`config.mk`:
```
export PLATFORM = sky130hd
export DESIGN_NAME = boot_optload
export DESIGN_NICKNAME = d
export VERILOG_FILES = /design/src/rtl/boot_optload.sv
export SDC_FILE = /design/constraint.sdc
export NUM_CORES = 1
export LEC_CHECK = 0
export ABC_AREA = 0
export BUFFER_PORTS_ARGS = -buffer_cell sky130_fd_sc_hd__clkbuf_2
export CAP_MARGIN = 20
export CORE_MARGIN = 4
export CORE_UTILIZATION = 60
export DETAILED_ROUTE_END_ITERATION = 10
export GPL_TIMING_DRIVEN = 0
export PLACE_DENSITY = 0.82
export SYNTH_ARGS = -nofsm -noshare
export SYNTH_HDL_FRONTEND = slang
export SYNTH_SLANG_ARGS = --single-unit
```
`constraint.sdc`:
```
create_clock -name clk -period 12.5 [get_ports clk]
set_input_delay 0.625 -clock clk [delete_from_list [all_inputs] [get_ports clk]]
set_output_delay 0.625 -clock clk [all_outputs]
set_load 0.02 [all_outputs]
```
`src/rtl/boot_optload.sv`:
```
module boot_optload #(
  parameter int NSEC = 5,
  parameter int W    = 32
) (
  input  logic                    clk,
  input  logic                    rst_n,
  output logic                    rd_req,
  output logic [$clog2(NSEC)-1:0] rd_addr,
  input  logic                    rd_ready,
  input  logic                    rd_valid,
  input  logic [2*W-1:0]          rd_data,
  output logic                    done,
  output logic [NSEC*W-1:0]       opt_words,
  output logic [NSEC-1:0]         sec_err,
  output logic [1:0]              prot_level,
  output logic                    dbg_en,
  output logic                    sram_en,
  output logic                    flash_en
);
  localparam int AW = $clog2(NSEC);
  localparam logic [AW-1:0] LAST = AW'(NSEC - 1);
  localparam logic [7:0] CODE_OPEN = 8'hAA;
  localparam logic [7:0] CODE_LOCK = 8'hCC;

  typedef enum logic [2:0] {S_IDLE, S_REQ, S_WAIT, S_CHECK, S_COPY, S_DONE} st_t;

  st_t            state;
  logic [AW-1:0]  idx;
  logic [2*W-1:0] shadow [NSEC];
  logic [1:0]     lvl_raw;

  always_ff @(posedge clk) begin
    if (!rst_n) begin
      state     <= S_IDLE;
      idx       <= '0;
      sec_err   <= '0;
      opt_words <= '0;
      for (int i = 0; i < NSEC; i++) shadow[i] <= '0;
    end else begin
      case (state)
        S_IDLE: state <= S_REQ;
        S_REQ:  if (rd_ready) state <= S_WAIT;
        S_WAIT: if (rd_valid) begin
          shadow[idx] <= rd_data;
          if (idx == LAST) state <= S_CHECK;
          else begin
            idx   <= idx + 1'b1;
            state <= S_REQ;
          end
        end
        S_CHECK: begin
          for (int i = 0; i < NSEC; i++)
            sec_err[i] <= shadow[i][2*W-1:W] != ~shadow[i][W-1:0];
          state <= S_COPY;
        end
        S_COPY: begin
          for (int i = 0; i < NSEC; i++)
            opt_words[i*W +: W] <= sec_err[i] ? {W{1'b1}} : shadow[i][W-1:0];
          state <= S_DONE;
        end
        S_DONE:  state <= S_DONE;
        default: state <= S_IDLE;
      endcase
    end
  end

  assign rd_req  = state == S_REQ;
  assign rd_addr = idx;
  assign done    = state == S_DONE;

  assign lvl_raw    = (opt_words[7:0] == CODE_OPEN) ? 2'd0 :
                      (opt_words[7:0] == CODE_LOCK) ? 2'd2 : 2'd1;
  assign prot_level = done ? lvl_raw : 2'd2;
  assign dbg_en     = prot_level != 2'd2;
  assign sram_en    = prot_level != 2'd2;
  assign flash_en   = prot_level == 2'd0;

  AST_REQ_DROPS: assert property (@(posedge clk) disable iff (!rst_n) rd_req && rd_ready |=> !rd_req);
  AST_REQ_HOLDS: assert property (@(posedge clk) disable iff (!rst_n) rd_req && !rd_ready |=> rd_req && $stable(rd_addr));
  AST_ADDR_RANGE: assert property (@(posedge clk) disable iff (!rst_n) rd_req |-> rd_addr <= LAST);
  AST_LOCKED_EARLY: assert property (@(posedge clk) disable iff (!rst_n) !done |-> !dbg_en && !sram_en && !flash_en && prot_level == 2'd2);
  AST_DONE_STICKY: assert property (@(posedge clk) disable iff (!rst_n) done |=> done);
  AST_OUT_FROZEN: assert property (@(posedge clk) disable iff (!rst_n) done && $past(done) |-> $stable(opt_words) && $stable(sec_err));
  AST_OPEN_CODE: assert property (@(posedge clk) disable iff (!rst_n) done && opt_words[7:0] == CODE_OPEN |-> dbg_en && sram_en && flash_en);

  for (genvar g = 0; g < NSEC; g++) begin : g_err_chk
    AST_ERR_ONES: assert property (@(posedge clk) disable iff (!rst_n) done && sec_err[g] |-> opt_words[g*W +: W] == {W{1'b1}});
  end
endmodule

```
==> Word-level counts from Yosys, hierarchy flattened <==
Memories as Yosys holds them, arrays and structs flattened.
Cells that the tools add are included.
{ "word_totals": {"register_bits": 171, "latchBits": 0, "ramBits": 320, "mem_bits_ro": 0, "output_inout_bits": 175, "wordCells": 54, "memories": 1} }
{ "op_classes": {"n_addsub": 1, "multipliers": 0, "div": 0, "magnitude_cmp": 0, "eq_ne": 16, "shift": 0, "n_mux": 20, "bitwise_logic": 6, "n_reduce_logical": 6} }
{ "mem_list": {"columns": ["name", "depth", "width", "rd", "rd_clocked_by_memory_dff", "wr", "line", "rtl"], "rows": [
  ["shadow", 5, 64, 5, 0, 5, "29", "logic [2*W-1:0] shadow [NSEC];"]
]} }
{ "ops": {"columns": ["op", "count"], "rows": [
  ["32-bit 2-to-1 mux", 5],
  ["32-bit inequality test", 5],
  ["32-bit NOT", 5],
  ["64-bit 2-to-1 mux", 1],
  ["64-bit OR reduction", 1],
  ["8-bit equality test (second input constant)", 2],
  ["3-bit case mux with 5 select lines", 1],
  ["3-bit equality test (second input constant)", 3],
  ["3-bit 2-to-1 mux", 3],
  ["2-bit 2-to-1 mux", 4],
  ["3-bit by 2-bit equality test with 1-bit output (second input constant)", 2],
  ["1-bit 2-to-1 mux", 6],
  ["2-bit inequality test (second input constant)", 2],
  ["3-bit by 1-bit adder with 3-bit output (second input constant)", 1],
  ["3-bit by 1-bit equality test with 1-bit output (second input constant)", 1],
  ["3-bit logical NOT", 1],
  ["3-bit AND reduction", 1],
  ["2-bit logical NOT", 1],
  ["2-bit by 1-bit inequality test with 1-bit output (second input constant)", 1],
  ["2-bit AND reduction", 1],
  ["2-bit OR reduction", 1],
  ["1-bit NOT", 1]
]} }

==> Longest topological paths before layout <==
Gate-level depths: netlist (run 1).
{ "logic_depth": {"depth_word": 6, "mapped_depth": 7} }

==> Worst setup path after synthesis (run 1) <==
Ideal clock, no wire load.
{ "synth_timing": {"kind": "input-to-reg", "from": "in rd_valid", "to": "mem shadow[3][0] in the netlist's numbering (enable)", "arrival_time_ns": 5.595, "path_slack_ns": 6.330, "stages": 3, "path_buffers": 0, "cell_sequence": "and2b_1 > nand4_4 > o21ai_0"} }
{ "synth_lines": {"columns": ["item", "line", "rtl"], "rows": [
  ["from (decl)", "10", "input logic rd_valid,"],
  ["to (decl)", "29", null]
]} }

==> results of run 1 <==
==> cells in the mapped netlist, types with 4 or more instances <==
cell type and instances:
xnor2_1 62, nand2b_1 4, inv_1 6, o21ai_0 7
nor3b_1 160, edfxtp_1 320, nor4_1 20, buf_6 5
clkbuf_1 64, nand4_1 21, nor3_1 166, a21oi_1 8
dfxtp_1 171, clkbuf_2 10, nand2_1 8, nor2_1 164
nand3_1 11, and2_1 323, xor2_1 100, buf_1 4
buf_2 23
==> layout by cell type (no fill, tap or decap), types with 3 or more instances in the layout <==
| cell type | synthesis | routed |
|---|---|---|
| and2_1 | 323 | 323 |
| edfxtp_1 | 320 | 320 |
| clkbuf_2 | 10 | 252 |
| dfxtp_1 | 171 | 171 |
| nor3_1 | 166 | 166 |
| nor2_1 | 164 | 164 |
| nor3b_1 | 160 | 160 |
| xor2_1 | 100 | 100 |
| clkbuf_1 | 64 | 83 |
| xnor2_1 | 62 | 62 |
| clkbuf_16 | 0 | 50 |
| buf_2 | 23 | 23 |
| nand4_1 | 21 | 21 |
| nor4_1 | 20 | 20 |
| diode_2 | 0 | 14 |
| nand3_1 | 11 | 11 |
| nand2_1 | 8 | 8 |
| a21oi_1 | 8 | 8 |
| inv_1 | 6 | 6 |
| buf_6 | 5 | 5 |
| o21ai_0 | 7 | 5 |
| clkinv_2 | 0 | 5 |
| buf_12 | 0 | 5 |
| buf_1 | 4 | 4 |
| bufinv_16 | 0 | 4 |
| nor3_2 | 3 | 3 |
| buf_4 | 3 | 3 |
| nand2b_2 | 0 | 3 |
| clkbuf_8 | 0 | 3 |
| clkinv_1 | 0 | 3 |
==> layout make-up <==
cell class | count | area [um2]
multi-input cells | 1078 | 6810
diodes | 14 | 35.0
well taps | 448 | 561
repair buffers | 249 | 1370
inverters | 6 | 22.5
flip-flops and latches | 491 | 13000
fillers | 2339 | 9560
clock buffers | 74 | 1380
clock inverters | 15 | 186
plain buffers | 109 | 499
==> through the flow <==
stage | instances | hold WS [ns] | utilization (%)
global route | 2471 | 0.500 | 71.3
detailed placement | 2381 | 0.489 | 66.6
floorplan | 1684 | 0.558 | -
global placement | 2374 | 0.483 | 66.1
CTS | 2470 | 0.496 | 71.3
finish | 2484 | 0.495 | 71.4
==> metal layers <==
| metal | share of wire (%) | wire [um] |
|---|---|---|
| met3 | 13 | 7930 |
| met4 | 6.4 | 3880 |
| met5 | 0.082 | 50 |
| met2 | 45 | 27300 |
| met1 | 35 | 21500 |
==> critical path, stage by stage (launching register included) <==
cell and delay, ns:
dfxtp_1 0.47, and2b_2 0.30, nand4_4 0.19, nor3b_2 0.25
buf_4 0.22, nand2b_2 0.60, buf_12 0.31
==> sequential cells by signal (all words and copies together), names as in the netlist <==
register	count
rd_addr	3
state	3
opt_words	160
sec_err	5
shadow	320
==> worst paths after layout <==
kind / startpoint / endpoint / slack (ns)
setup / recovery: state[1]$_SDFFE_PN0P_ / shadow[4][50]$_SDFFCE_PN0P_ / 9.82
hold / removal: opt_words[140]$_SDFFE_PN0N_ / opt_words[140]$_SDFFE_PN0N_ / 0.50
setup reg to reg: state[1]$_SDFFE_PN0P_ / shadow[4][50]$_SDFFCE_PN0P_ / 9.82
hold reg to reg: opt_words[140]$_SDFFE_PN0N_ / opt_words[140]$_SDFFE_PN0N_ / 0.50
==> cell families (layout without fill, tap and decap cells) <==
kind of cell | count (synthesis) | in the layout
AND/OR/NAND/NOR | 895 | 895
flip-flops | 491 | 491
XOR/XNOR | 162 | 162
buffers and inverters | 115 | 453
AO/OA/AOI/OAI | 18 | 18
adder cells (fa/ha/maj) | 2 | 2
multiplexers | 1 | 1
other | 0 | 14
==> power breakdown <==
group / internal (uW) / switching [uW] / total (uW)
sequential: 1780 / 34.6 / 1810
clock: 845 / 610 / 1450
combinational: 66.4 / 152 / 218
==> results.py, run 1 <==
metrics = {
    "yosys": {
        "synth-seq-cells": 491,
        "synth_top_area_share_pct": 47.3,
        "synth_seq_area_share_pct": 64.1,
        "yosysUniqueCellTypes": 37,
        "async_reset_ff_share_pct": 0,
        "synth_top_flop_cell": "edfxtp_1",
        "synth_compound_area_share_pct": 0.486,
        "synthTopCellsByArea": "edfxtp_1 (47%), dfxtp_1 (17%), and2_1 (9.9%), nor3b_1 (5.9%), xor2_1 (4.3%)",
        "synth-edff-count": 320,
        "syn_avg_cell_area_um2": 12.1,
        "synth_xor_area_share_pct": 6.98,
        "yosys_warnings": 0,
        "synth_fp_nets": 1754,
        "synth.area.mux_share_pct": 0.0492,
        "mappedNetlistArea_um2": 20300,
        "synthAdderAreaFrac_pct": 0.123,
        "yosysTopAreaCell": "edfxtp_1",
        "synth-simple-area-share_pct": 25.7,
        "synthCells": 1684,
        "synth_top_family_by_area": "simple AND/OR/NAND/NOR gates",
    },
    "placement": {
        "placed_area_um2": 22300,
        "io_buffers": 242,
        "dp_hpwl_mm": 41.8,
        "dp_slack_ns": 9.51,
        "place.gp.congestion": 0.950,
    },
    "critical_path": {
        "cp_data_required_time_ns": 12.74,
        "arrival_ns": 2.91,
        "cp-start-kind": "flop",
        "worst_setup_path_end_kind": "flop",
        "crit_fanout": 37,
        "r2r_cells": 6,
        "critical_path_class": "flop to flop",
    },
    "clock_tree": {
        "cts_repair_resize_count": 0,
        "cts_made_buffers": 49,
        "worstSkewPairLatency_ns": 0.56,
        "root_buffer": "clkbuf_16",
        "cts_max_path_buffers": 3,
        "htreeDepth": 2,
        "hold_buffers": 0,
        "post_cts_buffers": 0,
        "cts_tree": "built",
        "cts.sinks": 491,
        "clkTransAtPathRegs_ns": 0.06,
    },
    "timing": {
        "finalHoldViolations": 0,
        "setup_viol": 0,
        "post-route-min-period_ns": 2.68,
        "rsz0062_at_grt": "false",
        "fin_skew_ns": 0.0195,
        "maxSlewHeadroom_pct": 28.9,
        "finalWorstSetupSlack_ns": 9.82,
        "post-route-period-util_pct": 21.4,
        "tns_ns": 0,
        "drv_slew": 0,
        "worst_slew_pin_slew_ns": 1.07,
        "fmax_ghz": 0.373,
    },
    "die": {
        "start_util_pct": 60.8,
        "num_io_pins": 243,
        "fp.dieW_um": 192,
        "dieArea_um2": 36900,
        "core_um2": 33400,
        "num_rows": 67,
        "die_h_um": 192,
    },
    "grt": {
        "use_met2_pct": 50.5,
        "grt_pass1_wl_mm": 86.2,
        "antenna_found_initial": 15,
        "grtUsageMet3_pct": 9.96,
        "met1_usage_pct": 40.5,
        "busiest_layer": "met2",
        "gr-total-overflow": 0,
        "grt_pass1_vias": 14000,
        "track_usage_pct": 32.4,
        "grt_start_max_net_pins": 40,
    },
    "cells_and_area": {
        "layout.nets": 2054,
        "area_growth_pct": 17.5,
        "design_area_um2": 23900,
        "drive_above_1_share_pct": 18.3,
    },
    "detailed_routing": {
        "drt_first_pass_iters": 6,
        "drc": 0,
        "wl_mm": 60.7,
        "vias": 14500,
        "final_antenna_net_count": 0,
        "drt-initial-drc-count": 1801,
        "wl_per_cell_um": 24.4,
        "viasPerCell": 5.84,
    },
    "pwr": {
        "power_density_nw_per_um2": 146,
        "leakagePower_uw": 0.00930,
        "vdd_drop_max_mv": 0.108,
        "power_uw": 3480,
    },
    "status": {
        "status": "completed",
    },
    "worst_hold_path": {
        "hold_depth": 2,
        "hp-class": "flop to flop",
    },
    "job": {
        "drv_cap": 0,
    },
}
Note: power is estimated with default switching activity, not from simulation.
==> run 2, diff against run 1 <==
--- a/config.mk
+++ b/config.mk
@@ -9,10 +9,10 @@
 export BUFFER_PORTS_ARGS = -buffer_cell sky130_fd_sc_hd__clkbuf_2
 export CAP_MARGIN = 20
 export CORE_MARGIN = 4
-export CORE_UTILIZATION = 60
+export CORE_UTILIZATION = 53
 export DETAILED_ROUTE_END_ITERATION = 10
 export GPL_TIMING_DRIVEN = 0
-export PLACE_DENSITY = 0.82
+export PLACE_DENSITY = 0.77
 export SYNTH_ARGS = -nofsm -noshare
 export SYNTH_HDL_FRONTEND = slang
 export SYNTH_SLANG_ARGS = --single-unit
==> constraint.sdc (replaced) <==
create_clock -name clk -period 2.1 [get_ports clk]
set_input_delay 0.105 -clock clk [delete_from_list [all_inputs] [get_ports clk]]
set_output_delay 0.105 -clock clk [all_outputs]
set_load 0.02 [all_outputs]
==> run 2 against run 1 <==
Against the previous run:
- critical endpoint is now shadow[1][61]$_SDFFCE_PN0P_
- largest cell class unchanged
- sequential share of layout area shrank 1.0 points
- worst setup slack lost 9.8 ns
- highest routed layer is now met4
- first-iteration DRC count shrank 17%
- power grew to 6.0 times the previous value
- global-route usage shrank 3.0 points
- core utilization shrank 6.9 points
- sequential cell count is the same
==> results.py, run 2 (same netlist as run 1, synthesis figures left out) <==
metrics = {
    "status": {
        "status": "completed",
    },
    "clock_tree": {
        "htreeDepth": 2,
        "cts_tree": "built",
        "cts_made_buffers": 49,
        "root_buffer": "clkbuf_16",
        "clkTransAtPathRegs_ns": 0.06,
        "cts.sinks": 491,
        "worstSkewPairLatency_ns": 0.57,
        "cts_max_path_buffers": 3,
    },
    "die": {
        "core_um2": 37800,
        "start_util_pct": 53.8,
        "die_h_um": 204,
        "fp.dieW_um": 204,
        "num_io_pins": 243,
        "num_rows": 71,
        "dieArea_um2": 41600,
    },
    "critical_path": {
        "cp_data_required_time_ns": 2.37,
        "critical_path_class": "flop to flop",
        "r2r_cells": 6,
        "crit_fanout": 13,
        "arrival_ns": 2.32,
        "worst_setup_path_end_kind": "flop",
        "cp-start-kind": "flop",
    },
    "cells_and_area": {
        "reg_top3": "shadow (320), opt_words (160), sec_err (5)",
        "final_cell_mix": "and2_1 (323), edfxtp_1 (320), clkbuf_2 (254), dfxtp_1 (168), nor3_1 (165)",
        "largest_reg_flops": 320,
        "drive_above_1_share_pct": 19.7,
        "layout.nets": 2082,
        "top_register": "shadow",
        "layout_commonest_cell": "and2_1",
        "seq_area_um2": 13000,
        "multi_input_area_um2": 6970,
        "fillers": 2880,
        "area_growth_pct": 19.8,
    },
    "placement": {
        "dp_hpwl_mm": 43.1,
        "dp_slack_ns": -0.369,
        "place.gp.congestion": 0.898,
        "io_buffers": 242,
    },
    "grt": {
        "grt_pass1_vias": 14400,
        "grt_start_max_net_pins": 33,
        "antenna_found_initial": 7,
        "grt_pass1_wl_mm": 89.5,
        "track_usage_pct": 29.4,
        "gr-total-overflow": 0,
    },
    "timing": {
        "fmax_ghz": 0.488,
        "tns_ns": 0,
        "finalWorstSetupSlack_ns": 0.0498,
        "worst_slew_pin_slew_ns": 1.12,
        "drv_slew": 0,
        "finalHoldViolations": 0,
        "fin_skew_ns": 0.0214,
        "maxSlewHeadroom_pct": 25.2,
        "rsz0062_at_grt": "true",
        "setup_viol": 0,
        "post-route-min-period_ns": 2.05,
        "post-route-period-util_pct": 97.6,
    },
    "detailed_routing": {
        "drt-initial-drc-count": 1501,
        "drt_first_pass_iters": 5,
        "wl_per_cell_um": 24.3,
        "wl_mm": 62.6,
        "vias": 14500,
        "drc": 0,
        "final_antenna_net_count": 0,
        "viasPerCell": 5.62,
    },
    "worst_hold_path": {
        "hp-class": "input port to flop",
        "hold_depth": 2,
    },
    "job": {
        "drv_cap": 0,
    },
    "pwr": {
        "vdd_drop_max_mv": 0.686,
        "power_density_nw_per_um2": 855,
        "power_uw": 20800,
        "leakagePower_uw": 0.00945,
    },
}
-- run 2: routing by layer --
layer  vias to the layer above  wire (um)  track usage [%]
li1                       6505          -                -
met1                      6964      23200             37.1
met2                       815      28900             46.9
met3                       191       6930             8.05
met4                         0       3680             14.9
met5                         -          0                0
-- run 2: worst max-delay path, cell delays in order, from the launching register on --
cell and delay (ns):
dfxtp_2 0.42, and2b_2 0.27, nand4_4 0.22, nor3_4 0.24, buf_4 0.24, nand2b_2 0.21
buf_12 0.16
-- run 2: cell type report --
cell class / instances / share of cell area, %
clock inverter: 20 / 0.657
sequential: 491 / 53.5
tap: 511 / 2.62
antenna: 11 / 0.113
timing repair buffer: 268 / 6.36
buffer: 108 / 2.08
multi-input combinational: 1088 / 28.6
clock buffer: 72 / 5.94
inverter: 6 / 0.0924
-- run 2: path summary, 6_finish.rpt --
check	slack [ns]	from	endpoint
max	0.05	state[1]$_SDFFE_PN0P_	shadow[1][61]$_SDFFCE_PN0P_
min reg2reg	0.50	opt_words[117]$_SDFFE_PN0N_	opt_words[117]$_SDFFE_PN0N_
max reg2reg	0.05	state[1]$_SDFFE_PN0P_	shadow[1][61]$_SDFFCE_PN0P_
min	0.05	rd_data[40]	shadow[0][40]$_SDFFCE_PN0P_
-- run 2: power by group --
group | leakage (uW) | internal [uW] | switching, uW
Clock | 0.000773 | 5030 | 3670
Combinational | 0.00399 | 428 | 917
Sequential | 0.00469 | 10600 | 211
Total | 0.00945 | 16000 | 4800
-- run 2: repair_timing --
item | in CTS | in global routing
pin swaps | 0 | 3
endpoints found under the hold margin | 33 | 0
setup buffers | 8 | 3
resized for setup | 10 | 8
gates cloned | 7 | 3
setup endpoints to repair | 292 | 198
hold buffers | 11 | 0
-- run 2: per-stage QoR --
stage	cell area (um2)	cells	util [%]	hold slack, ns
after CTS	24200	2558	64.2	0.0162
after global routing	24300	2564	64.5	0.00673
after detailed placement	22300	2441	59.1	0.490
after floorplan	20400	1684	-	0.303
after global placement	22200	2437	58.9	0.482
final	24400	2575	64.5	0.0468
